--- src/rtl/scm_pkg.sv ---
// Package: shared configuration type for the two-constant shift-add multiplier.
// Assumes: consumers use the enum to pick the coefficient pair at elaboration time.
package scm_pkg;

    // Which pair of constants the adder chain is wired for.
    typedef enum logic {
        CFG_SHARED5 = 1'b0,   // {45, 15}: common factor of 5
        CFG_SUB15   = 1'b1    // {45, 23}: first cell forms 15x by subtraction
    } chain_cfg_e;

endpackage

--- src/rtl/scm_front_cell.sv ---
// Module: scm_front_cell
// Purpose: first adder cell; forms the shared base multiple of the input
//          (5x in the shared-factor build, 15x in the subtract build).
// Assumes: xw is already sign-extended to W bits, and W has room for 45x.
module scm_front_cell #(
    parameter int                 W   = 22,
    parameter scm_pkg::chain_cfg_e CFG = scm_pkg::CFG_SHARED5
) (
    input  logic signed [W-1:0] xw,
    output logic signed [W-1:0] base
);

    generate
        if (CFG == scm_pkg::CFG_SHARED5) begin : g_add5
            // Base term 5x = x + 4x.
            assign base = xw + (xw <<< 2);
        end else begin : g_sub15
            // Base term 15x = 16x - x.
            assign base = (xw <<< 4) - xw;
        end
    endgenerate

endmodule

--- src/rtl/scm_back_cell.sv ---
// Module: scm_back_cell
// Purpose: second adder cell. It adds a shifted copy of either the base term
//          or the raw input to the base term, chosen by alt_sel.
// Assumes: alt_sel = 0 must yield 45x in both builds.
module scm_back_cell #(
    parameter int                 W   = 22,
    parameter scm_pkg::chain_cfg_e CFG = scm_pkg::CFG_SHARED5
) (
    input  logic signed [W-1:0] xw,
    input  logic signed [W-1:0] base,
    input  logic                alt_sel,
    output logic signed [W-1:0] prod
);

    // Shift amounts for the two addend choices.
    // Shared-factor build: 5x*9 uses <<3, 5x*3 uses <<1.
    // Subtract build: 15x*3 uses <<1, and 23x = 15x + 8x uses <<3 on the raw input.
    localparam int MAIN_SH = (CFG == scm_pkg::CFG_SHARED5) ? 3 : 1;
    localparam int ALT_SH  = (CFG == scm_pkg::CFG_SHARED5) ? 1 : 3;

    logic signed [W-1:0] alt_src;
    logic signed [W-1:0] addend;

    generate
        if (CFG == scm_pkg::CFG_SHARED5) begin : g_alt_base
            // Alternate addend is taken from the base term.
            assign alt_src = base;
        end else begin : g_alt_raw
            // Alternate addend is taken from the raw input.
            assign alt_src = xw;
        end
    endgenerate

    // Addend multiplexer: the only part that differs between the two constants.
    always_comb begin
        addend = alt_sel ? (alt_src <<< ALT_SH) : (base <<< MAIN_SH);
    end

    // Final adder of the chain.
    assign prod = base + addend;

endmodule

--- src/rtl/dual_const_mult.sv ---
// Module: dual_const_mult
// Purpose: y = K*x registered, where K is 45 or an alternate constant (15 or 23),
//          chosen per cycle by alt_sel. Built from two shift-add cells.
// Assumes: synchronous active-low reset; N + 6 <= 32.
module dual_const_mult #(
    parameter int                 N   = 16,
    parameter scm_pkg::chain_cfg_e CFG = scm_pkg::CFG_SHARED5
) (
    input  logic                  clk,
    input  logic                  rst_n,
    input  logic signed [N-1:0]   x,
    input  logic                  alt_sel,
    output logic signed [N+5:0]   y
);

    localparam int GUARD = 6;          // 45 < 2^6
    localparam int W     = N + GUARD;

    logic signed [W-1:0] xw;
    logic signed [W-1:0] base;
    logic signed [W-1:0] prod;

    // Sign-extend the operand to the full product width.
    assign xw = {{GUARD{x[N-1]}}, x};

    scm_front_cell #(.W(W), .CFG(CFG)) u_front (
        .xw   (xw),
        .base (base)
    );

    scm_back_cell #(.W(W), .CFG(CFG)) u_back (
        .xw      (xw),
        .base    (base),
        .alt_sel (alt_sel),
        .prod    (prod)
    );

    // Output register: one cycle of latency, cleared by reset.
    always_ff @(posedge clk) begin
        if (!rst_n) y <= '0;
        else        y <= prod;
    end

endmodule

--- config.mk ---
export PLATFORM = sky130hd
export DESIGN_NAME = dual_const_mult
export DESIGN_NICKNAME = d
export VERILOG_FILES = /design/src/rtl/scm_pkg.sv /design/src/rtl/scm_front_cell.sv /design/src/rtl/scm_back_cell.sv /design/src/rtl/dual_const_mult.sv
export SDC_FILE = /design/constraint.sdc
export NUM_CORES = 1
export LEC_CHECK = 0
export ABC_AREA = 1
export BUFFER_PORTS_ARGS = -buffer_cell sky130_fd_sc_hd__buf_4
export CAP_MARGIN = 10
export CORE_MARGIN = 5
export CORE_UTILIZATION = 55
export CTS_CLUSTER_DIAMETER = 60
export CTS_CLUSTER_SIZE = 12
export DETAILED_ROUTE_END_ITERATION = 6
export GPL_ROUTABILITY_DRIVEN = 0
export PLACE_DENSITY_LB_ADDON = 0.12
export SYNTH_ARGS = -nofsm -noshare
export SYNTH_HDL_FRONTEND = slang
export SYNTH_HIERARCHICAL = 1
export SYNTH_SLANG_ARGS = --single-unit
--- constraint.sdc ---
create_clock -name clk -period 3.75 [get_ports clk]
set_input_delay 0 -clock clk [delete_from_list [all_inputs] [get_ports clk]]
set_output_delay 0 -clock clk [all_outputs]
set_load 0.02 [all_outputs]
# After elaboration in Yosys (flattened, before gate mapping)

Cells that the tools add are included.

Input port bits: 19
Logic and storage cells: 4
Output and inout bits: 22
Flip-flop bits (word level): 22

Add/subtract/negate cells: 2
Multiplexer cells: 1

Operators with widths:

| kind                    | number |
|---|---|
| adder 19 x 22 -> 22 bit | 1 |
| two-way mux 21 bit      | 1 |
| adder 16 x 18 -> 19 bit | 1 |

# Logic depth before layout (Yosys ltp)

Gate-level depths: netlist (run 1).

Depth in word-level cells: 3
Mapped depth: 24
Depth with buffers taken out: 24

# By module

The synthesis (run 1) kept the hierarchy.

By module, submodules not included:

| module          | seq. area each (µm²) | area each (µm²) | instances | cells each |
|---|---|---|---|---|
| scm_back_cell   | 0.0                  | 1612.8          | 1         | 308 |
| scm_front_cell  | 0.0                  | 1209.9          | 1         | 227 |
| dual_const_mult | 440.4                | 628.1           | 1         | 68 |

# Worst setup path after synthesis (run 1)

OpenSTA, ideal clock, no wires.

Kind: input port to flip-flop
Start: input x[0]
End: register y[21]
Slack: 1274 ps
Data required time: 3641 ps
Stages on the path: 21
Path buffers: 0
Setup time: 109 ps
Data arrival time: 2367 ps
Cell sequence: ha_1 > fa_1 > nand3_1 > nand3_1 > nand2_1 > nand2_1 > nand2_1 > nand2_1 > nand2_1 > nand2_1 > inv_1 > a21oi_1 > ha_1 > nand2_1 > nor2_1 > and2_2 > nand3b_4 > nand4_1 > nand2_1 > nand2_1 > inv_1

Longest elaborated chain between the ends: 3

RTL lines:

| what                      | RTL line              | source |
|---|---|---|
| start, declared           | dual_const_mult.sv:11 | `input logic signed [N-1:0] x,` |
| adder 16 x 18 -> 19 bit * | scm_front_cell.sv:16  | `assign base = xw + (xw <<< 2);` |
| named net base[14]        | dual_const_mult.sv:20 | `logic signed [W-1:0] base;` |
| two-way mux 21 bit        | scm_back_cell.sv:36   | `addend = alt_sel ? (alt_src <<< ALT_SH) : (base <<< MAIN_SH);` |
| adder 19 x 22 -> 22 bit * | scm_back_cell.sv:40   | `assign prod = base + addend;` |
| named net prod[21]        | dual_const_mult.sv:21 | `logic signed [W-1:0] prod;` |
| end signal, assigned      | dual_const_mult.sv:41 | `else y <= prod;` |
| end, declared             | dual_const_mult.sv:13 | `output logic signed [N+5:0] y` |

Mark *: on every way through the listed nets, which the timed path passes. The rest lies on a longest branch.
A chain may end at the register's enable or synchronous reset.

# Worst setup path in the final report (run 1)

Same ends and word-level chain as after synthesis.

==> impl_results.md, run 1 <==
* YS warnings at 6
* Max incr delay on CP at 540 ps
* Switching share of power at about half
* Slowest CP cell: dlygate4sd3_1
* Gr ovfl total at 0
* Final setup violation count at 0
* TritonCTS Sinks at 22
* CTS tree: built
* Biggest regs: y x22
* First-pass GRT wire length at around 14000 µm
* Critical path peak fanout at 5
* Area of the core at between 0.006 and 0.007 mm²
* First-pass DRT Iterations at 4
* Leakage at roughly 2.4 nW
* Combinational share of power at between 70% and 80%
* CTS Root Cell: clkbuf_8
* IO buf count at 40
* Register area share after synthesis at 12.76%
* Fin Setup TNS at 0 ps
* Horiz. Die Dim at between 80 and 90 µm
* Synthesis-to-finish area growth at 11.53%
* Final hold viol count at 0
* Max-slew violation count at 0
* Tot Pwr at between 1.5 and 2 mW
* Clock power frac at between 8 and 9%
* Setup bufs post-CTS at 0
* Seq pwr share at between 10% and 20%
* Cells after Synth at around 600
* Final instance area at 0.003849 mm²
* Critical-path cell list: dlygate4sd3_1 -> buf_4 -> ha_1 -> fa_1 -> nand3_1 -> nand3_1 -> nand2_1 -> nand2_1 -> nand2_1 -> nand2_1 -> nand2_1 -> nand2_1 -> inv_1 -> a21oi_1 -> ha_1 -> nand2_1 -> nor2_1 -> and2_2 -> nand3b_4 -> nand4_1 -> nand2_1 -> nand2_1 -> inv_1
* Syn Nets at around 660
* DRC at 0
* Post-DP Area at about 0.0038 mm²
* Util after Layout at a little under two thirds
* Min cycle time layout at between 3000 and 4000 ps
* Max reg flops at 22
* Iteration-0 DRC Markers at around 130
* Worst-path clk slew at roughly 70 ps
* Worst endpoint data arrival time at 3410 ps
* Max_cap viols at 0
* Total Nets Final at 700
* Chip height at a little under 90 µm
* Layout fillers at ~630
* Worst path required time at 3910 ps
* ANT cells at 0
* Maximum vdd drop at 373.9 µV
* Unrepaired setup endpoints after global routing: no
* Die ar. at approximately 0.008 mm²
* Largest net degree at the start of global routing at 40
* Crit path launch type: primary input
* Starting density of the core at 57.27%
* Routed Antenna Nets at 0
* Synthesized area at approximately 0.0035 mm²
* Cell taking the most area after synthesis: nand2_1
* Post-DP HPWL at 6661 µm
* Std-Cell Rows at 28
* WL per Instance at roughly 11 µm
* Slew margin rel. at about three quarters
* Cell-internal power at 906.8 µW
* Vias at approximately 3600
* Crit-path leading delay family: simple AND/OR/NAND/NOR gates
* Type of the worst setup path: in2reg
* Status: finished clean
* H-tree levels at 1
* Cts repair resizes at 0
* Psw at about 920 µW
* Ports at a little over 40
* Largest Register: y
* Worst Tran Pin Value at roughly 350 ps
* Most frequent CP cell: nand2_1
* Mean number of vias per cell at approximately 5
* Syn Area/Cell at approximately 5.7 µm²
* Vias in the first global route at 3383
* Final period util at between 80 and 90%
* Max Fclk at ~0.3 GHz
* Num CTS Buffers at 3
* Initial antenna violation count at 0
* Top cells by area, synth: nand2_1, ha_1, dfxtp_1, inv_1, a21oi_1
* Yosys reg bits at 22
* CTS max path bufs at 2
* Worst Path Buf+Inv at 4
* Synth top area share at 24.15%
* Share of post-route cells with drive strength above 1 at between 10% and 20%
* PwrDens at ~480 mW/mm²
* Tot GR Track Use at 21.03%
* Unique cell type count in the Yosys netlist at 33
* Hold Crit Class: in2reg
* WL final at ~7700 µm
* Setup crit end kind: register
[Yosys cell counts, drive strengths merged]
cell    instances
a21oi          39
and2            5
buf             8
clkbuf          1
dfxtp          22
fa              2
ha             39
inv           109
mux2            1
nand2         238
nand3          38
nand3b          2
nand4           3
nor2           51
nor3            5
o21ai          12
o21bai          6
or2             1
xnor2           3
xor2           18
[stage by stage]
| stage | hold slack (ps) | setup slack [ps] | cells |
|---|---|---|---|
| finish | 75.29 | 501.0 | 714 |
| global route | 79.89 | 124.7 | 714 |
| CTS | 73.42 | 536.5 | 714 |
| detailed placement | 217.0 | 827.8 | 709 |
| global placement | 219.5 | 874.7 | 709 |
| floorplan | 93.45 | 1274 | 603 |
[layout make-up]
class | instances | area, µm² | area share (%)
clock buffers | 4 | 55.05 | 1.430
flip-flops and latches | 22 | 440.4 | 11.44
inverters | 109 | 409.1 | 10.63
multi-input cells | 463 | 2540 | 65.99
well taps | 75 | 93.84 | 2.438
repair buffers | 41 | 310.3 | 8.062
[final timing paths]
check              from  slack [ps]  cells after the start          endpoint
hold / removal    rst_n          80                      3  y[21]$_SDFF_PN0_
setup / recovery   x[0]         500                     23  y[21]$_SDFF_PN0_
[cell usage in the layout, fill, tap and decap left out, drive strengths merged]
cell         count
nor3             5
nand3           38
nand3b           2
or2              1
nand4            3
mux2             1
nand2          238
o21ai           12
a21oi           39
buf             40
dlygate4sd3      1
inv            109
o21bai           6
and2             5
fa               2
xor2            18
clkbuf           4
nor2            51
xnor2            3
dfxtp           22
ha              39
[routing by layer]
| layer | vias to the layer above | track usage (%) | wire (µm) |
|---|---|---|---|
| met5 | - | 0 | 0 |
| met4 | 0 | 7.848 | 166 |
| met3 | 12 | 0.9217 | 222 |
| met2 | 56 | 39.72 | 3732 |
| met1 | 1559 | 24.83 | 3541 |
| li1 | 1928 | - | - |
[what timing repair did]
item,in CTS,in global routing
endpoints found under the setup margin,0,0
hold buffers,1,0
endpoints found under the hold margin,1,0
[logic make-up after synthesis]
family	share of synthesized area [%]
simple gates	43.84
mux	0.3263
fa+ha+maj	15.30
flops	12.76
compound gates	8.811
xor+xnor	5.330
buf+inv	13.63
[tightest hold or removal path, cell delays in order]
cell	delay (ps)
buf_4	180
nand2_1	70
inv_1	30
[power groups by stage]
stage / logic [mW] / clock network [mW] / registers (mW)
CTS: 1.33 / 0.168 / 0.336
floorplan: 0.890 / 0 / 0.448
global route: 1.52 / 0.180 / 0.342
detailed placement: 1.32 / 0 / 0.341
finish: 1.33 / 0.161 / 0.335
global placement: 1.30 / 0 / 0.339
No activity file was read; power rests on OpenSTA's default activity.
==> run 2, diff against run 1 <==
--- a/config.mk
+++ b/config.mk
@@ -14,7 +14,7 @@
 export CTS_CLUSTER_SIZE = 12
 export DETAILED_ROUTE_END_ITERATION = 6
 export GPL_ROUTABILITY_DRIVEN = 0
-export PLACE_DENSITY_LB_ADDON = 0.12
+export PLACE_DENSITY = 0.76
 export SYNTH_ARGS = -nofsm -noshare
 export SYNTH_HDL_FRONTEND = slang
 export SYNTH_HIERARCHICAL = 1
==> run 2 against run 1 <==
Setup slack got worse by 30 ps. Non-clock buffer count is the same. Critical endpoint is now y[20]$_SDFF_PN0_. Critical path depth fell by 2. Utilization down 0.23 points. Sequential power about the same. Total power decreased by 1.1%. Combinational power is essentially flat. Largest power group unchanged.
==> impl_results.md, run 2 (synthesized netlist as in run 1, its figures left out) <==
* ANT cells at 0
* Horiz. Die Dim at between 80 and 90 µm
* CTS Root Cell: clkbuf_8
* TritonCTS Sinks at 22
* Biggest regs: y x22
* DRC at 0
* Worst endpoint data arrival time at around 3400 ps
* Min-Delay Path Depth at 3
* Maximum vdd drop at about 320 µV
* Final setup violation count at 0
* Hold Crit Class: in2reg
* Final period util at around 87%
* Die ar. at ~0.0080 mm²
* WL per Instance at approximately 11 µm
* Total Nets Final at 700
* Max reg flops at 22
* Vias in the first global route at 3247
* First-pass DRT Iterations at 5
* IO buf count at 40
* First-pass GRT wire length at 13480 µm
* Type of the worst setup path: in2reg
* Max-slew violation count at 0
* Commonest non-fill, non-tap cells in the layout: nand2_1, inv_1, nor2_1
* Min cycle time layout at 3279 ps
* CTS tree: built
* Share of post-route cells with drive strength above 1 at around an eighth
* PwrDens at 472.0 mW/mm²
* Iteration-0 DRC Markers at between 150 and 200
* Util after Layout at between 60% and 70%
* Mean number of vias per cell at between 4 and 5
* Critical path peak fanout at 4
* Max Fclk at 0.3050 GHz
* Worst Tran Pin Value at approximately 310 ps
* Num CTS Buffers at 3
* Slew margin rel. at between 70% and 80%
* Tot GR Track Use at ~21%
* Chip height at ~90 µm
* Final hold viol count at 0
* Max_cap viols at 0
* Worst-path clk slew at ~70 ps
* Std-Cell Rows at 28
* Area of the core at between 0.006 and 0.007 mm²
* Most common library cell in the layout ignoring fill and taps: nand2_1
* Crit path launch type: primary input
* Vias at between 3000 and 4000
* Starting density of the core at between 50 and 60%
* Worst path required time at around 3900 ps
* CTS max path bufs at 2
* Fin Setup TNS at 0 ps
* Post-DP HPWL at ~6600 µm
* Ports at 41
* Synthesis-to-finish area growth at 11.13%
* Routed Antenna Nets at 0
* Unrepaired setup endpoints after global routing: no
* Hold path endpoint: y[21]$_SDFF_PN0_
* Setup crit end kind: register
* H-tree levels at 1
* Leakage at 2.387 nW
* Initial antenna violation count at 0
* Largest Register: y
* WL final at ~7700 µm
* Status: finished clean
* Layout fillers at 593
* Hold path start: rst_n
* Gr ovfl total at 0
* Largest net degree at the start of global routing at 40
==> run 2: changes by cell type in the layout (fill, tap and decap cells not counted), sizes merged <==
| cell | delta |
|---|---|
| clkbuf | -1 |
==> run 2: what timing repair did <==
action | 4_1_cts | 5_1_grt
hold buffers | 1 | 0
setup buffers | 0 | 0
endpoints found under the hold margin | 1 | 0
resized for setup | 0 | 0
endpoints found under the setup margin | 0 | 0
==> run 2: layout make-up <==
cell class,count,area (µm²),area share [%]
inverter,109,409.1,10.67
multi-input combinational,463,2540,66.23
tap,75,93.84,2.447
timing repair buffer,41,310.3,8.091
clock buffer,3,41.29,1.077
sequential,22,440.4,11.48
==> run 2: per-layer routing <==
layer / vias to the layer above / track usage (%) / part of all wire, %
met5: - / 0 / 0
li1: 1928 / - / -
met1: 1513 / 25.71 / 46
met3: 14 / 1.014 / 4.1
met4: 0 / 8.119 / 2.4
met2: 98 / 36.64 / 47
==> run 2: worst max-delay path by stage <==
stage                     start  depth (start not counted)  slack (ps)          endpoint
final                      x[0]                         21         470  y[20]$_SDFF_PN0_
after global routing       x[0]                         22         100  y[18]$_SDFF_PN0_
after CTS                  x[0]                         21         500  y[20]$_SDFF_PN0_
after detailed placement   x[0]                         20         810  y[20]$_SDFF_PN0_
after global placement     x[0]                         20         870  y[16]$_SDFF_PN0_
after floorplan            x[0]                         21        1270  y[21]$_SDFF_PN0_
==> run 2: worst max-delay path, cell delays in order <==
cell and delay, ps:
dlygate4sd3_1 540, buf_4 150, ha_1 230, fa_1 440, nand3_1 110, nand3_1 100
nand2_1 80, nand2_1 100, xor2_1 220, inv_1 80, a21oi_1 150, ha_1 310
a21oi_1 260, and2_1 230, nand2_1 90, nand2_1 80, nand3_1 70, nand2_1 60
nand2_1 40, nand2_1 50, inv_1 30
==> run 2: power breakdown <==
group	switching [mW]	leakage (nW)	internal (mW)
clock network	0.0663	0.0216	0.0714
registers	0.0205	0.183	0.316
logic	0.838	2.18	0.498
total	0.925	2.39	0.885
==> run 2: metrics by stage <==
step	worst slack [ps]	area, µm²	total power [mW]	instances	hold WS, ps
2_1_floorplan	1274	3451	1.338	603	93.45
3_3_place_gp	871.0	3784	1.642	709	218.0
3_5_place_dp	805.4	3784	1.666	709	220.9
4_1_cts	504.0	3835	1.812	713	76.49
5_1_grt	100.4	3835	2.015	713	88.27
6_report	471.4	3835	1.810	713	84.04
==> run 3, diff against run 2 <==
--- a/config.mk
+++ b/config.mk
@@ -5,7 +5,6 @@
 export SDC_FILE = /design/constraint.sdc
 export NUM_CORES = 1
 export LEC_CHECK = 0
-export ABC_AREA = 1
 export BUFFER_PORTS_ARGS = -buffer_cell sky130_fd_sc_hd__buf_4
 export CAP_MARGIN = 10
 export CORE_MARGIN = 5
@@ -14,7 +13,7 @@
 export CTS_CLUSTER_SIZE = 12
 export DETAILED_ROUTE_END_ITERATION = 6
 export GPL_ROUTABILITY_DRIVEN = 0
-export PLACE_DENSITY = 0.76
+export PLACE_DENSITY = 0.77
 export SYNTH_ARGS = -nofsm -noshare
 export SYNTH_HDL_FRONTEND = slang
 export SYNTH_HIERARCHICAL = 1
==> run 3 against run 2 <==
Via count decreased by 32%. Sequential power about the same. Sequential share of layout area increased by 2.3 points. Largest power group unchanged. Clock power increased by 14%. Synthesized cell count decreased by 46%.
==> impl_results.md, run 3 <==
* Final setup violation count at 0
* Worst path required time at 3900 ps
* Min cycle time layout at 3409 ps
* Vias at between 2000 and 2500
* Tot GR Track Use at 16.81%
* Synth top area share at approximately 17%
* Critical Path Sink: y[18]$_SDFF_PN0_
* Chip height at approximately 82 µm
* Top cells by area, synth: ha_1, dfxtp_1, mux2_2, xnor2_1, a21oi_1
* TritonCTS Sinks at 22
* Gr ovfl total at 0
* Final instance area at between 0.003 and 0.004 mm²
* Crit path depth at 17
* Final hold viol count at 0
* Unrepaired setup endpoints after global routing: no
* Hold Crit Class: in2reg
* Slew margin rel. at between 70% and 80%
* Crit path launch type: primary input
* Max incr delay on CP at 420 ps
* Die ar. at 0.006681 mm²
* Multi-input logic area at roughly 0.0023 mm²
* Area of the core at approximately 0.005 mm²
* DRC at 0
* Max Fclk at between 0.2 and 0.3 GHz
* Most common library cell in the layout ignoring fill and taps: buf_4
* CTS Root Cell: clkbuf_8
* First-pass DRT Iterations at 4
* Cts repair resizes at 0
* Worst endpoint data arrival time at 3560 ps
* Worst Tran Pin Value at 419.4 ps
* Status: finished clean
* Setup bufs post-CTS at 0
* YS warnings at 6
* Biggest regs: y x22
* Worst Path Buf+Inv at 1
* CTS tree: built
* Cells after Synth at 327
* Hold buffer count at cts at 0
* Share of post-route cells with drive strength above 1 at between 20% and 30%
* Ys async rst share at 0%
* Slowest CP cell: fa_1
* Register area share after synthesis at ~16%
* WL final at ~5500 µm
* Tot Pwr at between 1.5 and 2 mW
* Sequential cell area at 440.4 µm²
* WL per Instance at approximately 13 µm
* Crit-path leading delay family: compound AO/OA/AOI/OAI gates
* Maximum vdd drop at between 200 and 300 µV
* Critical path peak fanout at 6
* Vias in the first global route at between 2000 and 2500
* Post-DP HPWL at around 4600 µm
* Max_cap viols at 0
* Syn Nets at 387
* Post-DP Area at around 0.0031 mm²
* H-tree levels at 1
* Main flop type after synthesis: dfxtp_1
* Starting density of the core at around 56%
* Synthesized area at 0.002830 mm²
* Mean number of vias per cell at 5.653
* Min-Delay Path Depth at 2
* ANT cells at 0
* Total Nets Final at roughly 420
* Max reg flops at 22
* Critical path origin: x[0]
* Horiz. Die Dim at 81.74 µm
* Hold Slack at 29.99 ps
* CTS max path bufs at 2
* Initial antenna violation count at 0
* Syn Area/Cell at 8.655 µm²
* Leakage at 1.441 nW
* Cell taking the most area after synthesis: ha_1
* Max-slew violation count at 0
* Layout fillers at 480
* Yosys reg bits at 22
* Iteration-0 DRC Markers at between 100 and 150
* Most common cell in the synthesized netlist: ha_1
* Commonest non-fill, non-tap cells in the layout: buf_4, ha_1, a21oi_1
* Placed Cells at ~430
* Layout Cells excl Fill at 430
* EDFF count, synth at 0
* Ports at just over 40
* Synthesis-to-finish area growth at 13.22%
* Most frequent cells after synthesis: ha_1, a21oi_1, dfxtp_1, nand2_1, xnor2_1
* Critical-path cell list: buf_4 -> ha_1 -> fa_1 -> a211oi_1 -> o21ai_1 -> and2_4 -> a31oi_1 -> xnor2_1 -> mux2_2 -> ha_1 -> a21oi_1 -> o21a_1 -> o21ai_1 -> a21o_1 -> a221oi_2 -> xnor2_1 -> and2_1
* Slack of the critical path at approximately 340 ps
* Fin Setup TNS at 0 ps
* Unique cell type count in the Yosys netlist at 60
* Dpl ws at between 100 and 150 ps
* Util after Layout at 63.55%
* Worst-path clk slew at ~70 ps
* First-pass GRT wire length at roughly 9300 µm
* Final period util at between 90% and 100%
* Type of the worst setup path: in2reg
* Std-Cell Rows at 26
* Routed Antenna Nets at 0
* IO buf count at 40
* Num CTS Buffers at 3
* Largest net degree at the start of global routing at 23
* PwrDens at 566.7 mW/mm²
* Largest Register: y
* Setup crit end kind: register
-- run 3: changes by cell type in the layout (fill, tap and decap cells not counted), sizes merged, moves of 7 or more --
cell,before,now
nand2,238,22
inv,109,3
nor2,51,12
nand3,38,7
and2,5,26
xnor2,3,22
mux2,1,18
a21o,0,16
o21ai,12,20
xor2,18,11
-- run 3: logic make-up (layout without fill, tap and decap cells) --
kind of cell / count (synthesis) / after routing / share of synthesized area [%]
AOI/OAI and AO/OA: 107 / 107 / 27.19
xor gates and xnor gates: 33 / 33 / 10.21
adders and majority gates: 41 / 41 / 18.66
buffers and inverters: 14 / 47 / 2.829
DFF: 22 / 22 / 15.56
muxes: 19 / 19 / 7.515
and+or+nand+nor: 91 / 91 / 18.04
-- run 3: cell type report --
class	instances	area share, %
timing repair buffer	40	9.371
inverter	3	0.3514
tap	70	2.733
clock buffer	4	1.718
multi-input combinational	291	72.08
sequential	22	13.74
-- run 3: where the power goes --
part           switching [mW]  internal, mW
clock network          0.0644        0.0932
logic                   0.695         0.624
registers              0.0183         0.321
total                   0.777          1.04
-- run 3: worst min-delay path by stage --
| stage | start | to | slack, ps |
|---|---|---|---|
| final | x[0] | y[0]$_SDFF_PN0_ | 30 |
| after global routing | x[0] | y[0]$_SDFF_PN0_ | 30 |
| after CTS | x[0] | y[0]$_SDFF_PN0_ | 30 |
| after detailed placement | x[0] | y[0]$_SDFF_PN0_ | 300 |
| after global placement | x[0] | y[0]$_SDFF_PN0_ | 270 |
| after floorplan | rst_n | y[19]$_SDFF_PN0_ | 140 |
-- run 3: routing by layer --
| layer | share of wire (%) | track usage (%) | up-vias | wire length (µm) |
|---|---|---|---|---|
| met4 | 0.75 | 4.485 | 0 | 41 |
| met5 | 0 | 0 | - | 0 |
| met2 | 44 | 28.27 | 49 | 2404 |
| met3 | 4.3 | 0.9868 | 2 | 235 |
| met1 | 51 | 23.20 | 1091 | 2795 |
| li1 | - | - | 1289 | - |
